===== src/rtl/tlp_chk_pkg.sv =====
package tlp_chk_pkg;
  localparam int LEN_W         = 10;
  localparam int CNT_W         = LEN_W + 1;
  localparam int RID_W         = 16;
  localparam int TAG_W         = 8;
  localparam int PAGE_LOG2     = 12;
  localparam int PAGE_DW_W     = PAGE_LOG2 - 2;
  localparam int BASE_DW_LOG2  = 5;
  localparam int SIZE_CODE_MAX = 5;

  typedef enum logic [1:0] {
    V_ACCEPT    = 2'b00,
    V_MALFORMED = 2'b01,
    V_UNSUPP    = 2'b10
  } verdict_e;

  typedef struct packed {
    logic                 has_data;
    logic                 four_dw;
    logic                 is_mem;
    logic                 is_io;
    logic                 is_lock;
    logic                 is_posted;
    logic [CNT_W-1:0]     len_dw;
    logic [PAGE_DW_W-1:0] page_off;
    logic [RID_W-1:0]     rid;
    logic [TAG_W-1:0]     tag;
  } hdr_info_t;

  // Length field to dword count; the zero code stands for the largest size.
  function automatic logic [CNT_W-1:0] decode_len(input logic [LEN_W-1:0] f);
    return (f == '0) ? (CNT_W'(1) << LEN_W) : CNT_W'(f);
  endfunction

  // Size code to a dword limit; reserved codes saturate at the top code.
  function automatic logic [CNT_W-1:0] size_limit_dw(input logic [2:0] code);
    logic [2:0] c;
    c = (code > 3'(SIZE_CODE_MAX)) ? 3'(SIZE_CODE_MAX) : code;
    return CNT_W'(1) << (BASE_DW_LOG2 + int'(c));
  endfunction

  // True when the transfer runs past the end of its page.
  function automatic logic crosses_page(input logic [PAGE_DW_W-1:0] off,
                                        input logic [CNT_W-1:0] n);
    logic [CNT_W:0] last_excl;
    last_excl = (CNT_W+1)'(off) + (CNT_W+1)'(n);
    return last_excl > ((CNT_W+1)'(1) << PAGE_DW_W);
  endfunction
endpackage


===== src/rtl/tlp_rule_check.sv =====
module tlp_rule_check
  import tlp_chk_pkg::*;
(
  input  logic      clk,
  input  logic      rst_n,
  input  hdr_info_t info,
  input  logic [2:0] cfg_max_payload,
  input  logic [2:0] cfg_max_read,
  input  logic [1:0] cfg_pwr_state,
  input  logic      cfg_link_up,
  output verdict_e  verdict,
  output logic      need_cpl
);
  logic oversize_payload, oversize_read, page_cross;
  logic pwr_reject, lock_reject, link_reject;
  logic malformed_hit, unsupp_hit;

  assign oversize_payload = info.has_data && (info.len_dw > size_limit_dw(cfg_max_payload));
  assign oversize_read    = info.is_mem && !info.has_data &&
                            (info.len_dw > size_limit_dw(cfg_max_read));
  assign page_cross       = info.is_mem && crosses_page(info.page_off, info.len_dw);

  assign pwr_reject  = (cfg_pwr_state != 2'd0) && (info.is_mem || info.is_io);
  assign lock_reject = info.is_lock;
  assign link_reject = !cfg_link_up && !info.is_posted;

  assign malformed_hit = oversize_payload || oversize_read || page_cross;
  assign unsupp_hit    = pwr_reject || lock_reject || link_reject;

  always_comb begin
    if (malformed_hit)   verdict = V_MALFORMED;
    else if (unsupp_hit) verdict = V_UNSUPP;
    else                 verdict = V_ACCEPT;
  end

  assign need_cpl = (verdict == V_UNSUPP) && !info.is_posted;

  p_mal_wins_r8: assert property (@(posedge clk) disable iff (!rst_n)
    (malformed_hit && unsupp_hit) |-> (verdict == V_MALFORMED && !need_cpl));
  p_link_down_ur_r7: assert property (@(posedge clk) disable iff (!rst_n)
    (link_reject && !malformed_hit) |-> (verdict == V_UNSUPP && need_cpl));
  p_lock_ur_r6: assert property (@(posedge clk) disable iff (!rst_n)
    (lock_reject && !malformed_hit) |-> need_cpl);
endmodule


===== config.mk =====
export PLATFORM = sky130hd
export DESIGN_NAME = tlp_rule_check
export DESIGN_NICKNAME = d
export VERILOG_FILES = /design/src/rtl/tlp_chk_pkg.sv /design/src/rtl/tlp_rule_check.sv
export SDC_FILE = /design/constraint.sdc
export NUM_CORES = 1
export LEC_CHECK = 0
export ABC_CLOCK_PERIOD_IN_PS = 4400
export CORE_MARGIN = 2
export CORE_UTILIZATION = 39
export DETAILED_ROUTE_END_ITERATION = 16
export PLACE_DENSITY = 0.82
export SYNTH_ARGS = -nofsm -noshare
export SYNTH_HDL_FRONTEND = slang
export SYNTH_SLANG_ARGS = --single-unit

===== constraint.sdc =====
create_clock -name vclk -period 4.4
set_input_delay 0.88 -clock vclk [all_inputs]
set_output_delay 0.88 -clock vclk [all_outputs]
set_load 0.03 [all_outputs]

# Yosys cells after proc, flatten, opt, wreduce, memory -nomap -nowiden
# Index checks and enable logic that the tools add are counted.
# W data, S select, Z words.
[classes] addsub=3 eq_ne=1 reduce_logical=16 n_shift=2 mux=4 magnitude_cmp=5
[ops] operator="$gt A11 B11 Y1" n=2
[ops] operator="$shl A1 B4 Y11 const A" n=2
[ops] operator="$add A10 B11 Y12" n=1
[ops] operator="$gt A12 B11 Y1 const B" n=1
[ops] operator="$add A3 B3 Y4 const A" n=2
[ops] operator="$logic_and A1 B1 Y1" n=7
[ops] operator="$gt A3 B3 Y1 const B" n=2
[ops] operator="$mux W3" n=2
[ops] operator="$logic_or A1 B1 Y1" n=5
[ops] operator="$mux W2" n=2
[ops] operator="$logic_not A1 Y1" n=3
[ops] operator="$eq A2 B2 Y1 const B" n=1
[ops] operator="$reduce_bool A2 Y1" n=1
[totals] out_inout_bits=3 register_bits=0 input_bits=62 word_cells=31

# Logic depth before layout (Yosys ltp)
# Gate-level depths: netlist of run 1.
[logic_depth] ltp_word=11 mapped_depth=10 depth_no_buf=9

# Worst setup path after synthesis of run 1
# OpenSTA, ideal clock, no wires.
[synth_timing] path_type="input port to output port" startpoint="input info[24] in the netlist's numbering" endpoint="output need_cpl" t_arrival_ps=3163 path_stages=9 setup_slack_ps=357 required_ps=3520 path_buffers=0 cell_sequence="ha_1 inv_1 fa_1 nor2b_1 o21a_1 o21ai_0 a211oi_1 nand4_1 a211oi_1"
[synth_via] elab_chain_len=7
[synth_lines] element="from (decl)" line="tlp_rule_check.sv:6" rtl="input hdr_info_t info,"
[synth_lines] element="$add A10 B11 Y12" line="tlp_chk_pkg.sv:46" rtl="last_excl = (CNT_W+1)'(off) + (CNT_W+1)'(n);"
[synth_lines] element="$gt A12 B11 Y1" line="tlp_chk_pkg.sv:47" rtl="return last_excl > ((CNT_W+1)'(1) << PAGE_DW_W);"
[synth_lines] element="$logic_and A1 B1 Y1" line="tlp_rule_check.sv:21" rtl="assign page_cross = info.is_mem && crosses_page(info.page_off, info.len_dw);"
[synth_lines] element="$logic_or A1 B1 Y1" line="tlp_rule_check.sv:27" rtl="assign malformed_hit = oversize_payload || oversize_read || page_cross;"
[synth_lines] element="$mux W2" line="tlp_rule_check.sv:31" rtl="if (malformed_hit) verdict = V_MALFORMED;"
[synth_lines] element="$eq A2 B2 Y1" line="tlp_rule_check.sv:36" rtl="assign need_cpl = (verdict == V_UNSUPP) && !info.is_posted;"
[synth_lines] element="$logic_and A1 B1 Y1" line="tlp_rule_check.sv:36"
[synth_lines] element="to (decl)" line="tlp_rule_check.sv:12" rtl="output logic need_cpl"
# No other way between the ends.

# Worst setup path after layout of run 1
[layout_timing] startpoint="input info[34] in the netlist's numbering" endpoint="output verdict[1]"
[layout_via] elab_chain_len=5 word_cells_on_any_way=10 cone_classes="add/sub: 1; order compare: 3; mux: 1; reduce/logical: 5"
[layout_lines] element="$add A10 B11 Y12 (tied with other cells)" line="tlp_chk_pkg.sv:46"
[layout_lines] element="$gt A12 B11 Y1 (tied with other cells)" line="tlp_chk_pkg.sv:47"
[layout_lines] element="$logic_and A1 B1 Y1 or $logic_or A1 B1 Y1 (tied branches)" line="tlp_rule_check.sv:21, tlp_rule_check.sv:27"
[layout_lines] element="$logic_or A1 B1 Y1 (*)" line="tlp_rule_check.sv:27"
[layout_lines] element="$mux W2 (*)" line="tlp_rule_check.sv:31"
[layout_lines] element="to (decl)" line="tlp_rule_check.sv:11" rtl="output verdict_e verdict,"
# Every way passes the cells marked *; elsewhere a longest branch is shown, timed or not.

==> impl_metrics.csv, run 1 <==
group,metric,value,unit
logic_synthesis,syn-cell-area,1000,um^2
routing,final_antenna_net_count,0,
sta,hold_viol_final,0,
pwr,seqPwrFrac,0,
floorplanning,ioPinCount,65,
worst_setup_path,cp-end-kind,"output pin",
worst_setup_path,crit_type,"primary input to output pin",
routing,dr.pass1.iters,4,
sta,worstMarginPinSlew,0.465,ns
clock_network,postCtsSetupRepairBufs,0,
worst_setup_path,cp-start-kind,"primary input",
cells_and_area,area_growth_syn_to_layout,45.9,%
cells_and_area,nClkBuffers,0,
cells_and_area,regArea,0,um^2
sta,tns,0,ns
logic_synthesis,synth_mux_area_frac,0.0100,
worst_setup_path,critPathMaxFanout,4,
routing,vias,1181,
routing,drc_errors,0,
sta,report.final.slew_viol_count,0,
global_routing,grt_usage,0.194,
floorplanning,num_rows,18,
worst_setup_path,worstPathRequired,3.52,ns
global_routing,overflow,0,
floorplanning,die_h,54.7,um
pwr,leakagePower,0.588,nW
logic_synthesis,seq_area_frac_synth,0,
clock_network,cts_hold_buf,0,
logic_synthesis,synth_top_family_by_area,"compound AO/OA/AOI/OAI gates",
sta,period_needed,4.30,ns
pwr,vdd_drop_max,77.1,uV
floorplanning,core-area,2450,um^2
pwr,intPower,0.0892,mW
routing,wl_per_cell,13.8,um
routing,wirelength_met1,1280,um
worst_setup_path,crit_arrival,3.42,ns
routing,avgViaCountPerCell,5.79,
sta,rsz0062_at_grt,"no",
logic_synthesis,yosysUniqueCellTypes,40,
cells_and_area,final_cell_mix,"clkdlybuf4s50_1 (34), ha_1 (21), nand2_1 (12)",
global_routing,grt_pass1_vias,1112,
logic_synthesis,synthAdderAreaFrac,0.295,
logic_synthesis,synth_xor_xnor_area_share,0.0262,
cells_and_area,layout_commonest_cell,"clkdlybuf4s50_1",
routing,dr_wl_met2,1440,um
logic_synthesis,synth_fp_nets,220,
global_routing,grt_pass1_wl,4470,um
cells_and_area,design.seq.count,0,
logic_synthesis,synth_warnings,0,
routing,wl,2810,um
worst_setup_path,crit_path_start,"info[34]",
flow_run,cap_violations,0,
logic_synthesis,synthCells,135,
pwr,comb_power_share,1.000,
floorplanning,die_x,54.7,um
cells_and_area,drive_above_1_share,0.132,
cells_and_area,antenna-diode-count,0,
routing,first_iter_violations,13,
routing,top_layer,"met3",
pwr,p_sw,0.0875,mW
placed_design,place.detailed.hpwl,2440,um
floorplanning,die_area,2990,um^2
min_path,min_path_type,"primary input to output pin",
placed_design,place.gp.congestion,0.825,
pwr,power_density,121,nW/um^2
sta,slew_headroom,0.686,
sta,fmax,233,MHz
global_routing,antenna_found_initial,0,
cells_and_area,nets,261,
routing,wl_met3,89,um
placed_design,portBuffers,38,
floorplanning,initial_core_util,0.408,
pwr,p_total,0.177,mW
sta,post-route-period-util,0.977,
pwr,switching_share,0.495,
worst_setup_path,crit_end,"verdict[1]",
logic_synthesis,syn_avg_cell_area,7.41,um^2
logic_synthesis,synth_compound_area_frac,0.355,
logic_synthesis,synthSimpleGateAreaFrac,0.284,
pwr,power.share.clock,0,
sta,hold-worst-slack,2.55,ns
global_routing,grt_max_degree,9,
sta,finalSetupViolCount,0,
status,outcome,"finished, final reports clean",
==> layout make-up <==
type                            instances  area [um^2]
Inverter                                6         22.5
Tap cell                               30         37.5
Timing Repair Buffer                   40          390
Fill cell                             225          995
Multi-Input combinational cell        128         1010
==> synth_stat cells, drive strengths merged (2+ instances only) <==
master,count,area share
or4,3,0.026
nand2,12,0.045
nand3b,2,0.015
o211ai,7,0.052
nor2,9,0.034
nand2b,3,0.019
or3,2,0.012
xor2,2,0.018
or3b,3,0.026
ha,22,0.27
inv,6,0.022
a211oi,6,0.045
nor2b,5,0.031
nand3,3,0.015
o41ai,2,0.025
nand4,2,0.012
o21a,2,0.015
a21o,6,0.049
o21ai,10,0.050
a21oi,11,0.055
==> stage by stage <==
step                      worst slack, ns  area [um^2]  instances   util
final                              0.0994         1460        204  0.595
after global routing              0.00590         1460        204  0.595
after CTS                         0.00947         1430        204  0.581
after detailed placement           -0.105         1420        204  0.578
after global placement            0.00835         1420        204  0.578
after floorplan                     0.357         1000        135      -
==> layer usage <==
layer | vias up | track usage
li1 | 614 | -
met3 | 0 | 0
met5 | - | 0
met1 | 541 | 0.240
met2 | 26 | 0.385
met4 | 0 | 0.00833
==> timing repair <==
item | 4_1_cts | 5_1_grt
gates resized for setup | 1 | 11
pin swaps | 0 | 2
endpoints found under the setup margin | 3 | 3
==> power groups by stage <==
stage | combinational (mW) | sequential [mW] | clock [mW]
finish | 0.177 | 0 | 0
global route | 0.194 | 0 | 0
CTS | 0.170 | 0 | 0
detailed placement | 0.168 | 0 | 0
global placement | 0.161 | 0 | 0
floorplan | 0.103 | 0 | 0
==> worst max-delay path: stages <==
cell and delay [ns]:
clkdlybuf4s50_1 0.49, ha_2 0.21, inv_1 0.07, fa_2 0.37, xnor2_1 0.15, nor4b_2 0.27, nand3_1 0.16, a211oi_2 0.16
nand4_1 0.20, a211oi_2 0.27, buf_4 0.19
==> how the worst min path moves through the flow <==
stage,start,slack (ns),cells past startpoint,to
2_1_floorplan,info[45],1.94,2,need_cpl
3_3_place_gp,info[45],2.52,4,need_cpl
3_5_place_dp,info[45],2.54,4,need_cpl
4_1_cts,info[45],2.55,4,need_cpl
5_1_grt,info[45],2.59,4,need_cpl
6_report,info[45],2.55,4,need_cpl
==> cells by family (layout without fill, tap and decap cells) <==
group	count (synthesis)	after routing
simple gates	50	50
fa+ha+maj	23	23
buf+inv	7	46
xor+xnor	3	3
compound gates	51	51
mux	1	1
No activity file was read; power rests on OpenSTA's default activity.
==> run 2, diff against run 1 <==
--- a/config.mk
+++ b/config.mk
@@ -6,6 +6,7 @@
 export NUM_CORES = 1
 export LEC_CHECK = 0
 export ABC_CLOCK_PERIOD_IN_PS = 4400
+export CORE_ASPECT_RATIO = 0.7
 export CORE_MARGIN = 2
 export CORE_UTILIZATION = 39
 export DETAILED_ROUTE_END_ITERATION = 16
==> run 2 against run 1 <==
Against the previous run: worst hold slack lost 0.0020 ns; largest cell class unchanged; non-clock buffer count grew 3; core utilization grew 1.1 points; die area grew 0.22%; critical path depth shrank 1; routed wire length grew 6.8%; largest power group unchanged; first-iteration DRC count grew to 3.1 times the previous value; maximum frequency shrank 1.5%; worst setup slack lost 0.064 ns; clock-buffer cell count is the same; via count grew 5.9%; final cell count grew 3.4%.
==> impl_metrics.csv, run 2 (synthesis gave the netlist of run 1 again) <==
group,metric,value,unit
pwr,intPower,0.0907,mW
placed_design,portBuffers,38,
global_routing,antenna_found_initial,0,
routing,drc_errors,0,
worst_setup_path,cp-end-kind,"output pin",
global_routing,grt_max_degree,9,
routing,dr.pass1.iters,4,
pwr,seqPwrFrac,0,
pwr,power.share.clock,0,
sta,worstMarginPinSlew,0.457,ns
placed_design,place.detailed.hpwl,2530,um
routing,avgViaCountPerCell,5.93,
cells_and_area,antenna-diode-count,0,
routing,wl_per_cell,14.2,um
floorplanning,die_h,46.4,um
routing,final_antenna_net_count,0,
worst_setup_path,max_stage_delay,0.51,ns
global_routing,grt_pass1_vias,1095,
global_routing,grt_pass1_wl,4610,um
cells_and_area,nets,264,
cells_and_area,final_cell_mix,"clkdlybuf4s50_1 (35), ha_1 (20), nand2_1 (12)",
worst_setup_path,slowest_stage,"clkdlybuf4s50_1",
floorplanning,ioPinCount,65,
worst_setup_path,crit_chain,"clkdlybuf4s50_1 > ha_2 > a21o_1 > or4_1 > o21ai_0 > o21ai_0 > mux2i_1 > buf_4 > a211oi_2 > buf_4",
routing,wl,3000,um
pwr,leakagePower,0.593,nW
pwr,power_density,121,nW/um^2
cells_and_area,design.seq.count,0,
sta,report.final.slew_viol_count,0,
sta,post-route-period-util,0.992,
sta,slew_headroom,0.692,
pwr,comb_power_share,1.000,
floorplanning,num_rows,15,
floorplanning,core-area,2440,um^2
status,outcome,"finished, final reports clean",
worst_setup_path,crit_type,"primary input to output pin",
worst_setup_path,cp-start-kind,"primary input",
cells_and_area,nClkBuffers,0,
pwr,p_total,0.179,mW
sta,tns,0,ns
cells_and_area,drive_above_1_share,0.147,
sta,hold-worst-slack,2.54,ns
cells_and_area,area_growth_syn_to_layout,47.6,%
sta,fmax,229,MHz
sta,finalSetupViolCount,0,
routing,vias,1251,
global_routing,overflow,0,
floorplanning,die_area,2990,um^2
floorplanning,initial_core_util,0.410,
cells_and_area,regArea,0,um^2
cells_and_area,layout_commonest_cell,"clkdlybuf4s50_1",
worst_setup_path,worstPathRequired,3.52,ns
worst_setup_path,crit_arrival,3.48,ns
pwr,switching_share,0.493,
global_routing,grt_usage,0.193,
floorplanning,die_x,64.6,um
pwr,vdd_drop_max,48.6,uV
worst_setup_path,critPathMaxFanout,6,
flow_run,cap_violations,0,
sta,period_needed,4.36,ns
placed_design,place.gp.congestion,0.816,
pwr,p_sw,0.0881,mW
routing,first_iter_violations,40,
sta,hold_viol_final,0,
min_path,min_path_type,"primary input to output pin",
clock_network,cts_hold_buf,0,
## run 2: worst max-delay path, delay by kind of cell
family,cells,cell delay [ns]
AND/OR/NAND/NOR,1,0.42
adder cells (fa/ha/maj),1,0.32
multiplexers,1,0.14
AO/OA/AOI/OAI,4,0.87
buffers and inverters,3,0.85
## run 2: cell type report
cell class	instances	area, um^2
fill	226	962
multi-input combinational	128	1000
tap	34	42.5
timing repair buffer	43	410
inverter	6	22.5
## run 2: path summary, 6_finish.rpt
kind / start / to / cells after the start
hold / removal: info[45] / need_cpl / 4
setup / recovery: info[38] / need_cpl / 10
## run 2: what timing repair did
action / CTS / global route
setup endpoints to repair: 0 / 3
buffers inserted: 0 / 1
resized for setup: 0 / 9
## run 2: power groups by stage
stage / Combinational [mW] / Sequential, mW / Clock, mW
after detailed placement: 0.168 / 0 / 0
after global placement: 0.162 / 0 / 0
after CTS: 0.169 / 0 / 0
after floorplan: 0.103 / 0 / 0
after global routing: 0.195 / 0 / 0
final: 0.179 / 0 / 0
## run 2: metrics by stage
| stage | util | area [um^2] | worst slack, ns | std cells |
|---|---|---|---|---|
| floorplan | - | 1000 | 0.357 | 135 |
| global placement | 0.590 | 1440 | 0.0424 | 210 |
| detailed placement | 0.590 | 1440 | 0.0282 | 210 |
| CTS | 0.590 | 1440 | 0.00206 | 210 |
| global route | 0.606 | 1480 | -0.0524 | 211 |
| finish | 0.606 | 1480 | 0.0357 | 211 |
## run 2: layer usage
layer  global-route usage  vias up  wire length [um]
met4               0.0255        0                 0
met3               0.0318        0               185
li1                     -      624                 -
met1                0.242      577              1400
met5                    0        -                 0
met2                0.365       50              1420
==> run 3, diff against run 2 <==
--- a/config.mk
+++ b/config.mk
@@ -11,6 +11,7 @@
 export CORE_UTILIZATION = 39
 export DETAILED_ROUTE_END_ITERATION = 16
 export PLACE_DENSITY = 0.82
+export SLEW_MARGIN = 25
 export SYNTH_ARGS = -nofsm -noshare
 export SYNTH_HDL_FRONTEND = slang
 export SYNTH_SLANG_ARGS = --single-unit
==> results of run 3 <==
No change in the layout: final DEF, timing and power equal those of run 2.
